File: src/rtl/rtc_irq_pkg.sv
package rtc_irq_pkg;

    // Number of interrupt sources. Index 0 is update, 1 is alarm, 2 is periodic.
    localparam int NUM_SRC  = 3;
    // Bit position of the lowest flag (and of the matching enable).
    localparam int FLAG_LSB = 4;

    typedef enum logic {
        SEL_STATUS = 1'b0,
        SEL_CTRL   = 1'b1
    } reg_sel_e;

endpackage

File: src/rtl/rtc_irq_flag_cell.sv
module rtc_irq_flag_cell (
    input  logic clk,
    input  logic rst_n,
    input  logic set_i,
    input  logic clr_i,
    output logic flag_o
);
    // A set wins over a clear, so an event that coincides with a clearing
    // read is kept for the next read.
    always_ff @(posedge clk or negedge rst_n) begin
        if (!rst_n) begin
            flag_o <= 1'b0;
        end else if (set_i) begin
            flag_o <= 1'b1;
        end else if (clr_i) begin
            flag_o <= 1'b0;
        end
    end
endmodule

File: src/rtl/rtc_irq_ctrl_reg.sv
module rtc_irq_ctrl_reg #(
    parameter int DATA_W = 8
) (
    input  logic              clk,
    input  logic              rst_n,
    input  logic              wr_en_i,
    input  logic [DATA_W-1:0] wdata_i,
    output logic [DATA_W-1:0] ctrl_o
);
    always_ff @(posedge clk or negedge rst_n) begin
        if (!rst_n) begin
            ctrl_o <= '0;
        end else if (wr_en_i) begin
            ctrl_o <= wdata_i;
        end
    end
endmodule

File: src/rtl/rtc_irq_summary.sv
module rtc_irq_summary #(
    parameter int NUM_SRC = 3
) (
    input  logic [NUM_SRC-1:0] flags_i,
    input  logic [NUM_SRC-1:0] enables_i,
    output logic               any_o
);
    always_comb begin
        any_o = |(flags_i & enables_i);
    end
endmodule

File: src/rtl/rtc_irq_status.sv
module rtc_irq_status
    import rtc_irq_pkg::*;
#(
    parameter int DATA_W = 8
) (
    input  logic              clk,
    input  logic              rst_n,
    input  logic              bus_addr,
    input  logic              bus_rd,
    input  logic              bus_wr,
    input  logic [DATA_W-1:0] bus_wdata,
    output logic [DATA_W-1:0] bus_rdata,
    input  logic              evt_periodic,
    input  logic              evt_alarm,
    input  logic              evt_update,
    output logic              irq,
    output logic [DATA_W-1:0] ctrl_byte
);
    localparam int FLAG_MSB = FLAG_LSB + NUM_SRC - 1;
    localparam int SUM_BIT  = DATA_W - 1;

    logic [NUM_SRC-1:0] evt_vec;
    logic [NUM_SRC-1:0] flag_q;
    logic [DATA_W-1:0]  ctrl_q;
    logic [DATA_W-1:0]  status_byte;
    logic               any_pending;
    logic               clr_all;
    logic               ctrl_wr;

    assign evt_vec = {evt_periodic, evt_alarm, evt_update};
    assign clr_all = bus_rd && (bus_addr == SEL_STATUS);
    assign ctrl_wr = bus_wr && (bus_addr == SEL_CTRL);

    for (genvar g = 0; g < NUM_SRC; g++) begin : g_flag
        rtc_irq_flag_cell flag_i (
            .clk    (clk),
            .rst_n  (rst_n),
            .set_i  (evt_vec[g]),
            .clr_i  (clr_all),
            .flag_o (flag_q[g])
        );
    end

    rtc_irq_ctrl_reg #(.DATA_W(DATA_W)) ctrl_i (
        .clk     (clk),
        .rst_n   (rst_n),
        .wr_en_i (ctrl_wr),
        .wdata_i (bus_wdata),
        .ctrl_o  (ctrl_q)
    );

    rtc_irq_summary #(.NUM_SRC(NUM_SRC)) sum_i (
        .flags_i   (flag_q),
        .enables_i (ctrl_q[FLAG_MSB:FLAG_LSB]),
        .any_o     (any_pending)
    );

    always_comb begin
        status_byte                    = '0;
        status_byte[FLAG_MSB:FLAG_LSB] = flag_q;
        status_byte[SUM_BIT]           = any_pending;
    end

    always_ff @(posedge clk or negedge rst_n) begin
        if (!rst_n) begin
            bus_rdata <= '0;
        end else if (bus_rd) begin
            bus_rdata <= (bus_addr == SEL_CTRL) ? ctrl_q : status_byte;
        end
    end

    assign irq       = any_pending;
    assign ctrl_byte = ctrl_q;

endmodule

File: config.mk
export PLATFORM = sky130hd
export DESIGN_NAME = rtc_irq_status
export DESIGN_NICKNAME = d
export VERILOG_FILES = /design/src/rtl/rtc_irq_pkg.sv /design/src/rtl/rtc_irq_flag_cell.sv /design/src/rtl/rtc_irq_ctrl_reg.sv /design/src/rtl/rtc_irq_summary.sv /design/src/rtl/rtc_irq_status.sv
export SDC_FILE = /design/constraint.sdc
export NUM_CORES = 1
export LEC_CHECK = 0
export BUFFER_PORTS_ARGS = -buffer_cell sky130_fd_sc_hd__buf_4
export CAP_MARGIN = 20
export CORE_MARGIN = 5
export CORE_UTILIZATION = 52
export CTS_BUF_LIST = sky130_fd_sc_hd__clkbuf_8
export CTS_CLUSTER_DIAMETER = 40
export CTS_CLUSTER_SIZE = 14
export DETAILED_ROUTE_END_ITERATION = 16
export GPL_ROUTABILITY_DRIVEN = 1
export PLACE_DENSITY_LB_ADDON = 0.3
export SYNTH_ARGS = -nofsm -noshare
export SYNTH_HDL_FRONTEND = slang
export SYNTH_SLANG_ARGS = --single-unit
File: constraint.sdc
create_clock -name clk -period 1.5 [get_ports clk]
set_input_delay 0 -clock clk [delete_from_list [all_inputs] [get_ports clk]]
set_output_delay 0 -clock clk [all_outputs]
set_load 0.01 [all_outputs]
== Word-level counts from Yosys, hierarchy flattened ==
Cells that the tools add are included.
Cells by class
  add/sub/neg operators: 0
  multipliers: 0
  divide/modulo/power cells: 0
  magnitude comparators: 0
  equal/unequal tests: 0
  shifts and indexed selects: 0
  multiplexer cells: 5
  bitwise logic cells: 2
  reduce and logical (&&, ||, !) cells: 6
Operators by type and width (count)
  $mux W8: 1
  $reduce_bool A2 Y1: 3
  $mux W1: 4
  $and A3 B3 Y3: 1
  $reduce_or A3 Y1: 1
  $logic_and A1 B1 Y1: 2
  $not A1 Y1: 1
Word-level totals
  bits in registers: 19
  bits in latches: 0
  memory bits (writable): 0
  bits in read-only memories: 0
  bits of input ports: 16
  output and inout port bits: 17
  word-level logic and storage cells: 18
  memories: 0

== Longest topological paths before layout ==
Gate-level depths: netlist (run 1).
  depth after elaboration: 4
  gate-level depth with buffers: 4
  depth with buffers taken out: 3

== Modules after synthesis ==
A second synthesis (run 1) with hierarchy kept.
Unflattened totals
  cell total of the unflattened synthesis: 65
  area, all modules: 830.8 um2
By module, submodules not included
  rtc_irq_status: times used 1, cells each 37, area an instance 376.6 um2, seq. area each 200.2 um2
  rtc_irq_ctrl_reg: times used 1, cells each 17, area an instance 331.6 um2, seq. area each 200.2 um2
  rtc_irq_flag_cell: times used 3, cells each 3, area an instance 36.3 um2, seq. area each 25.0 um2
  rtc_irq_summary: times used 1, cells each 2, area an instance 13.8 um2, seq. area each 0.0 um2

== Worst setup path before layout (run 1) ==
OpenSTA, ideal clock, no wires.
  path kind: flip-flop to flip-flop
  from: reg ctrl_i.ctrl_o[4]
  to: reg bus_rdata[7]
  setup time: 130 ps
  arrival time: 695 ps
  required time: 1370 ps
  slack: 675 ps
  stages on the path, launching flop included: 3
  path buffers: 0
  clock period less this slack: 825 ps
  cell sequence: dfrtp_1 a22oi_1 a21oi_1
Between the ends
  longest elaborated chain between the ends: 3
Ends and longest elaborated chain
  start: declaration: line rtc_irq_ctrl_reg.sv:8  | output logic [DATA_W-1:0] ctrl_o
  start signal: assignment: line rtc_irq_ctrl_reg.sv:14  | ctrl_o <= wdata_i;
  $and A3 B3 Y3: line rtc_irq_summary.sv:9  | any_o = |(flags_i & enables_i);
  $reduce_or A3 Y1: line rtc_irq_summary.sv:9
  $mux W8: line rtc_irq_status.sv:68  | bus_rdata <= (bus_addr == SEL_CTRL) ? ctrl_q : status_byte;
  end signal: assignment: line rtc_irq_status.sv:68
  end: declaration: line rtc_irq_status.sv:12  | output logic [DATA_W-1:0] bus_rdata,
Every way passes these cells.
A chain may end at the register's enable or synchronous reset.

== Worst setup path after layout (run 1) ==
  from: reg ctrl_i.ctrl_o[4]
  to: out irq
Between the ends
  longest elaborated chain between the ends: 2
Ends and longest elaborated chain
  $and A3 B3 Y3: line rtc_irq_summary.sv:9
  $reduce_or A3 Y1: line rtc_irq_summary.sv:9
  end: declaration: line rtc_irq_status.sv:16  | output logic irq,
Every way passes these cells.

==> metrics.cfg, run 1 <==
[finish]
diodes = 0
area_growth_pct = 49.5
final_util = 0.813
final_net_count = 125
drive_gt1_frac = 0.426
nFillCells = 99

[power]
power.density_mw_per_mm2 = 1070
peakVddDrop_mv = 0.635
p_leak_nw = 0.608
power_mw = 1.31

[yosys]
synth_seq_cells = 19
synthesis.nets = 79
synth_area_um2 = 820
synth-warning-count = 0
avgSynthCellArea_um2 = 13.0
seq_area_frac_synth = 0.580
yosysTopAreaCell = dfrtp_1
ys_types = 16
syn_inst = 63
synth_top_area_share = 0.580
synth_area_leaders = dfrtp_1, mux2_4, mux2i_1

[worst_setup_path]
crit_slowest_cell = dfrtp_1
cp_top_family = flip-flops
r2r-start = ctrl_i.ctrl_o[4]
cp_max_fo = 4
worstReg2RegEnd = bus_rdata[7]
crit_path_max_incr_delay_ps = 420
cp.arrival_ps = 1140
path_class = reg2out
ff2ff_path_depth = 2
start_kind = flop
cp_num_buf_inv = 1
cp-end-kind = primary output
crit_path_cell_trace = a22oi_1 > nand2_1 > buf_4
cp_data_required_time_ps = 1500
r2r_slack_ps = 620

[timing]
finClkSkew_ps = 0.731
relSlewSlack = 0.840
hold_viol_final = 0
worst_pin_slew_ps = 239
fmax_mhz = 877
rsz0062_at_grt = no
period_share = 0.760
setup_tns_ps = 0
worst_slack_ps = 359
slew_violations = 0
fin_crit_ps = 1140
whs_ps = 67.3
finalSetupViolCount = 0

[floorplan]
die-area_mm2 = 0.00247
core_mm2 = 0.00151
die_h_um = 49.7
rows = 14
start_util = 0.544
io_pins = 33
die_x_um = 49.7

[drt]
dr.pass1.iters = 4
ant_nets = 0
drtIter0Drc = 4
viasPerCell = 4.98
wl_per_cell_um = 14.5
drc = 0
vias = 617
finalWirelength_um = 1790

[run_status]
outcome = complete, no violations

[global_route]
overflow = 0
grt_first_pass_wirelength_um = 3130
grt_pass1_vias = 669
grt_usage = 0.159
antenna_found_initial = 0
grt_max_degree = 20

[placed_design]
post-place-ws_ps = 633
dp_hpwl_um = 1310
place_congestion = 0.765
io_buffer_count = 32

[worst_hold_path]
hold_depth = 2
min-delay-start = bus_rd
whs_endpoint = bus_rdata[5]
hp-class = in2reg

[clocking]
cts_setup_buffers = 0
path_clk_slew_ps = 70
clk_latency_ps = 250
numCtsBuffers = 3
root_buffer = clkbuf_8
clock_path_buffers = 2
htreeDepth = 1
cts_tree = done
clock-sinks = 19

[flow_run]
drv_cap = 0

==> state kept, by name, summed over array words and instances (netlist names) <==
signal / count
ctrl_i.ctrl_o: 8
bus_rdata: 8
g_flag.flag_i.flag_o: 3
==> synthesized netlist by cell type <==
| master | instances |
|---|---|
| a21o_1 | 3 |
| a21oi_1 | 5 |
| a22oi_1 | 1 |
| buf_2 | 2 |
| buf_6 | 1 |
| dfrtp_1 | 19 |
| inv_1 | 4 |
| mux2_4 | 8 |
| mux2i_1 | 3 |
| nand2_1 | 3 |
| nand2_8 | 1 |
| nand2b_4 | 1 |
| nand3_1 | 4 |
| nor2_1 | 3 |
| o21ai_0 | 4 |
| o22ai_1 | 1 |
==> timing repair <==
| item | in CTS | in global routing |
|---|---|---|
| hold buffers | 12 | 0 |
| endpoints found under the hold margin | 30 | 0 |
| gates resized for setup | 0 | 0 |
==> cell families after synthesis <==
group,after synthesis,synth area share
AOI/OAI and AO/OA,14,0.0992
buffers and inverters,7,0.0443
DFF,19,0.580
muxes,11,0.183
and+or+nand+nor,12,0.0931
==> stage by stage <==
| stage | area (um2) | instances |
|---|---|---|
| 3_3_place_gp | 1060 | 108 |
| 6_report | 1220 | 124 |
| 4_1_cts | 1220 | 124 |
| 5_1_grt | 1220 | 124 |
| 3_5_place_dp | 1060 | 108 |
| 2_1_floorplan | 820 | 63 |
==> where the power goes <==
group	internal (mW)	switching (mW)	total (mW)	leakage [nW]
clock network	0.184	0.166	0.350	0.0255
registers	0.578	0.0518	0.630	0.219
logic	0.198	0.132	0.330	0.364
total	0.960	0.350	1.31	0.608
==> worst reg2reg max path, delay by kind of cell, from the launching register on <==
family / cells / cell delay (ps)
flops: 1 / 420
compound gates: 2 / 350
==> routing by layer <==
| layer | routed length [um] | vias to the layer above | track usage |
|---|---|---|---|
| met2 | 915 | 20 | 0.278 |
| met4 | 0 | 0 | 0.0393 |
| met1 | 746 | 293 | 0.185 |
| met5 | 0 | - | 0 |
| met3 | 130 | 0 | 0.0512 |
| li1 | - | 304 | - |
==> layout make-up <==
class | count | area, um2 | share of cell area
clock buffers | 3 | 41.3 | 0.0337
clock inverters | 1 | 5.00 | 0.00409
inverters | 4 | 15.0 | 0.0123
multi-input cells | 37 | 308 | 0.251
flip-flops and latches | 19 | 475 | 0.388
well taps | 16 | 20.0 | 0.0163
repair buffers | 44 | 360 | 0.294
==> layout by cell type (no fill, tap or decap), types with 3 or more instances in the layout <==
master / instances
inv_1: 4
mux2i_1: 3
buf_4: 32
mux2_4: 8
a21o_1: 3
clkbuf_8: 3
dfrtp_1: 19
nor2_1: 3
dlygate4sd3_1: 12
a21oi_1: 5
o21ai_0: 4
nand2_1: 3
nand3_1: 4
==> how the worst max path moves through the flow <==
stage,startpoint,endpoint,slack (ps),depth (start not counted)
after floorplan,ctrl_i.ctrl_o[4],bus_rdata[7],680,2
after global placement,g_flag[0].flag_i.flag_o,irq,670,3
final,ctrl_i.ctrl_o[4],irq,360,3
after global routing,ctrl_i.ctrl_o[4],irq,290,3
after detailed placement,ctrl_i.ctrl_o[4],bus_rdata[7],630,2
after CTS,ctrl_i.ctrl_o[4],irq,360,3
Note: power is estimated with default switching activity, not from simulation.
==> run 2: changes to the inputs <==
Settings changed: ABC_AREA set to 1, CORE_UTILIZATION 52 to 48.
Clock period 1.5 ns to 1.09 ns, I/O delays scaled along.
==> metrics.cfg, run 2 <==
[global_route]
overflow = 0  ; unchanged
grt_usage = 0.192  ; was 0.159
grt_first_pass_wirelength_um = 3820  ; was 3130 um
gr-usage-met3 = 0.0562  ; was 0.0512
grt_util_met2 = 0.318  ; was 0.278
use_met1 = 0.237  ; was 0.185
top_usage_layer = met2  ; unchanged
grt_pass1_vias = 836  ; was 669
grt_max_degree = 20  ; unchanged
antenna_found_initial = 0  ; unchanged

[run_status]
outcome = complete, no violations  ; unchanged

[timing]
slew_violations = 0  ; unchanged
period_share = 0.909
hold_viol_final = 0  ; unchanged
relSlewSlack = 0.837  ; was 0.840
rsz0062_at_grt = no  ; unchanged
fin_crit_ps = 991
finClkSkew_ps = 2.02  ; was 0.731 ps
fmax_mhz = 1010
setup_tns_ps = 0  ; unchanged
finalSetupViolCount = 0  ; unchanged
worst_pin_slew_ps = 244  ; was 239 ps
whs_ps = 68.8  ; was 67.3 ps

[yosys]
seq_area_frac_synth = 0.596  ; was 0.580
syn_inst = 90  ; was 63
synth_top_area_share = 0.596  ; was 0.580
avgSynthCellArea_um2 = 8.87  ; was 13.0 um2
synthesis.nets = 106  ; was 79
yosysMostFrequentCell = nand2_1  ; was dfrtp_1
netlist_top_cells_count = nand2_1, dfrtp_1, nand3_1, inv_1, o21bai_1  ; was dfrtp_1, mux2_4, a21oi_1
ys_types = 11  ; was 16
synth_area_um2 = 798  ; was 820 um2
synth_area_leaders = dfrtp_1, nand2_1, nand3_1  ; was dfrtp_1, mux2_4, mux2i_1
synth_seq_cells = 19  ; unchanged
yosysTopAreaCell = dfrtp_1  ; unchanged
synth-warning-count = 0  ; unchanged
async_flop_share = 1.00  ; unchanged
synth-edff-count = 0  ; unchanged
ys.flop_type = dfrtp_1  ; unchanged

[worst_setup_path]
path_class = reg2out  ; unchanged
worstReg2RegEnd = bus_rdata[7]  ; unchanged
cp_max_fo = 4  ; unchanged
ff2ff_path_depth = 4  ; was 2
cp.arrival_ps = 990  ; was 1140 ps
start_kind = flop  ; unchanged
cp-end-kind = primary output  ; unchanged
r2r-start = ctrl_i.ctrl_o[5]  ; was ctrl_i.ctrl_o[4]
r2r_slack_ps = 290  ; was 620 ps
cp_data_required_time_ps = 1090  ; was 1500 ps

[drt]
ant_nets = 0  ; unchanged
vias = 756  ; was 617
drc = 0  ; unchanged
dr.pass1.iters = 4  ; unchanged
wl_per_cell_um = 14.3  ; was 14.5 um
drtIter0Drc = 8  ; was 4
viasPerCell = 4.97  ; was 4.98
finalWirelength_um = 2170  ; was 1790 um

[finish]
final_common_cell = nand2_1  ; was buf_4
drive_gt1_frac = 0.294  ; was 0.426
final_util = 0.784  ; was 0.813
final_cell_mix = nand2_1, buf_4, dfrtp_1  ; was buf_4, dfrtp_1, dlygate4sd3_1
area_growth_pct = 51.4  ; was 49.5%
diodes = 0  ; unchanged
final_net_count = 153  ; was 125
fin_cells = 152  ; was 124
fin_area_mm2 = 0.00121  ; was 0.00122 mm2
reg_top3 = bus_rdata x8, ctrl_i.ctrl_o x8, g_flag.flag_i.flag_o x3  ; unchanged

[clocking]
numCtsBuffers = 3  ; unchanged
path_clk_slew_ps = 70  ; about the same
clock-sinks = 19  ; unchanged
htreeDepth = 1  ; unchanged
clk_latency_ps = 250  ; about the same
ctsResizeCount = 0  ; unchanged
root_buffer = clkbuf_8  ; unchanged
clock_path_buffers = 2  ; unchanged
cts_setup_buffers = 0  ; unchanged
cts_tree = done  ; unchanged

[placed_design]
dp.cells = 136  ; was 108
io_buffer_count = 32  ; unchanged
dpl_cell_area_mm2 = 0.00104  ; was 0.00106 mm2
place_congestion = 0.808  ; was 0.765
dp_hpwl_um = 1410  ; was 1310 um

[floorplan]
rows = 14  ; unchanged
die_x_um = 50.8  ; was 49.7 um
die-area_mm2 = 0.00258  ; was 0.00247 mm2
io_pins = 33  ; unchanged
core_mm2 = 0.00154  ; was 0.00151 mm2
start_util = 0.518  ; was 0.544
die_h_um = 50.8  ; was 49.7 um

[power]
power.density_mw_per_mm2 = 1430  ; was 1070 mW/mm2
p_leak_nw = 0.681  ; was 0.608 nW
peakVddDrop_mv = 1.03  ; was 0.635 mV

[flow_run]
drv_cap = 0  ; unchanged

[worst_hold_path]
min-delay-start = bus_wr  ; was bus_rd
whs_endpoint = ctrl_i.ctrl_o[6]  ; was bus_rdata[5]
hp-class = in2reg  ; unchanged
hold_depth = 3  ; was 2

[run 2: changes by cell type after synthesis, sizes merged, moves of 3 or more]
cell,before,now
a21o,3,0
a21oi,5,0
mux2,8,0
mux2i,3,0
nand2,4,46
nand3,4,13
o21ai,4,0
o21bai,0,3
[run 2: how the worst max path moves through the flow]
stage	from	endpoint	slack, ps	cells past startpoint
after floorplan	ctrl_i.ctrl_o[4]	bus_rdata[7]	230	4
after detailed placement	ctrl_i.ctrl_o[4]	bus_rdata[7]	310	4
after CTS	ctrl_i.ctrl_o[4]	irq	100	3
after global placement	ctrl_i.ctrl_o[5]	bus_rdata[7]	330	4
final	ctrl_i.ctrl_o[5]	irq	100	3
after global routing	ctrl_i.ctrl_o[6]	irq	40	3
[run 2: critical path, stage by stage, from the launching register on]
cell,delay (ps)
dfrtp_1,420
nand2_1,80
nand3_1,90
buf_4,150
[run 2: kinds of logic after synthesis]
family	share of synthesized area
compound gates	0.0282
buf+inv	0.0486
flops	0.596
simple gates	0.328
[run 2: layer usage]
layer	share of wire	vias up	routed length, um
li1	-	371	-
met1	0.40	348	864
met2	0.51	31	1100
met3	0.068	6	148
met4	0.025	0	54
met5	0	-	0
[run 2: timing repair]
item                                   in CTS  in global routing
setup endpoints to repair                   0                  0
endpoints found under the hold margin      30                  0
hold buffers                               12                  0
[run 2: cell type report]
class	count	area, um2
timing repair buffer	44	360
sequential	19	475
inverter	6	22.5
tap	16	20.0
fill	110	333
clock buffer	3	41.3
multi-input combinational	63	284
clock inverter	1	5.00
[run 2: stage by stage]
step | power, mW | setup slack, ps
after global routing | 1.83 | 43.5
after CTS | 1.73 | 101
final | 1.73 | 99.1
after global placement | 1.21 | 330
after detailed placement | 1.22 | 306
after floorplan | 1.00 | 231
[run 2: report_power, final]
group / switching [mW] / total (mW) / internal [mW]
clock: 0.230 / 0.483 / 0.254
sequential: 0.0636 / 0.848 / 0.785
combinational: 0.192 / 0.399 / 0.207
total: 0.485 / 1.73 / 1.25
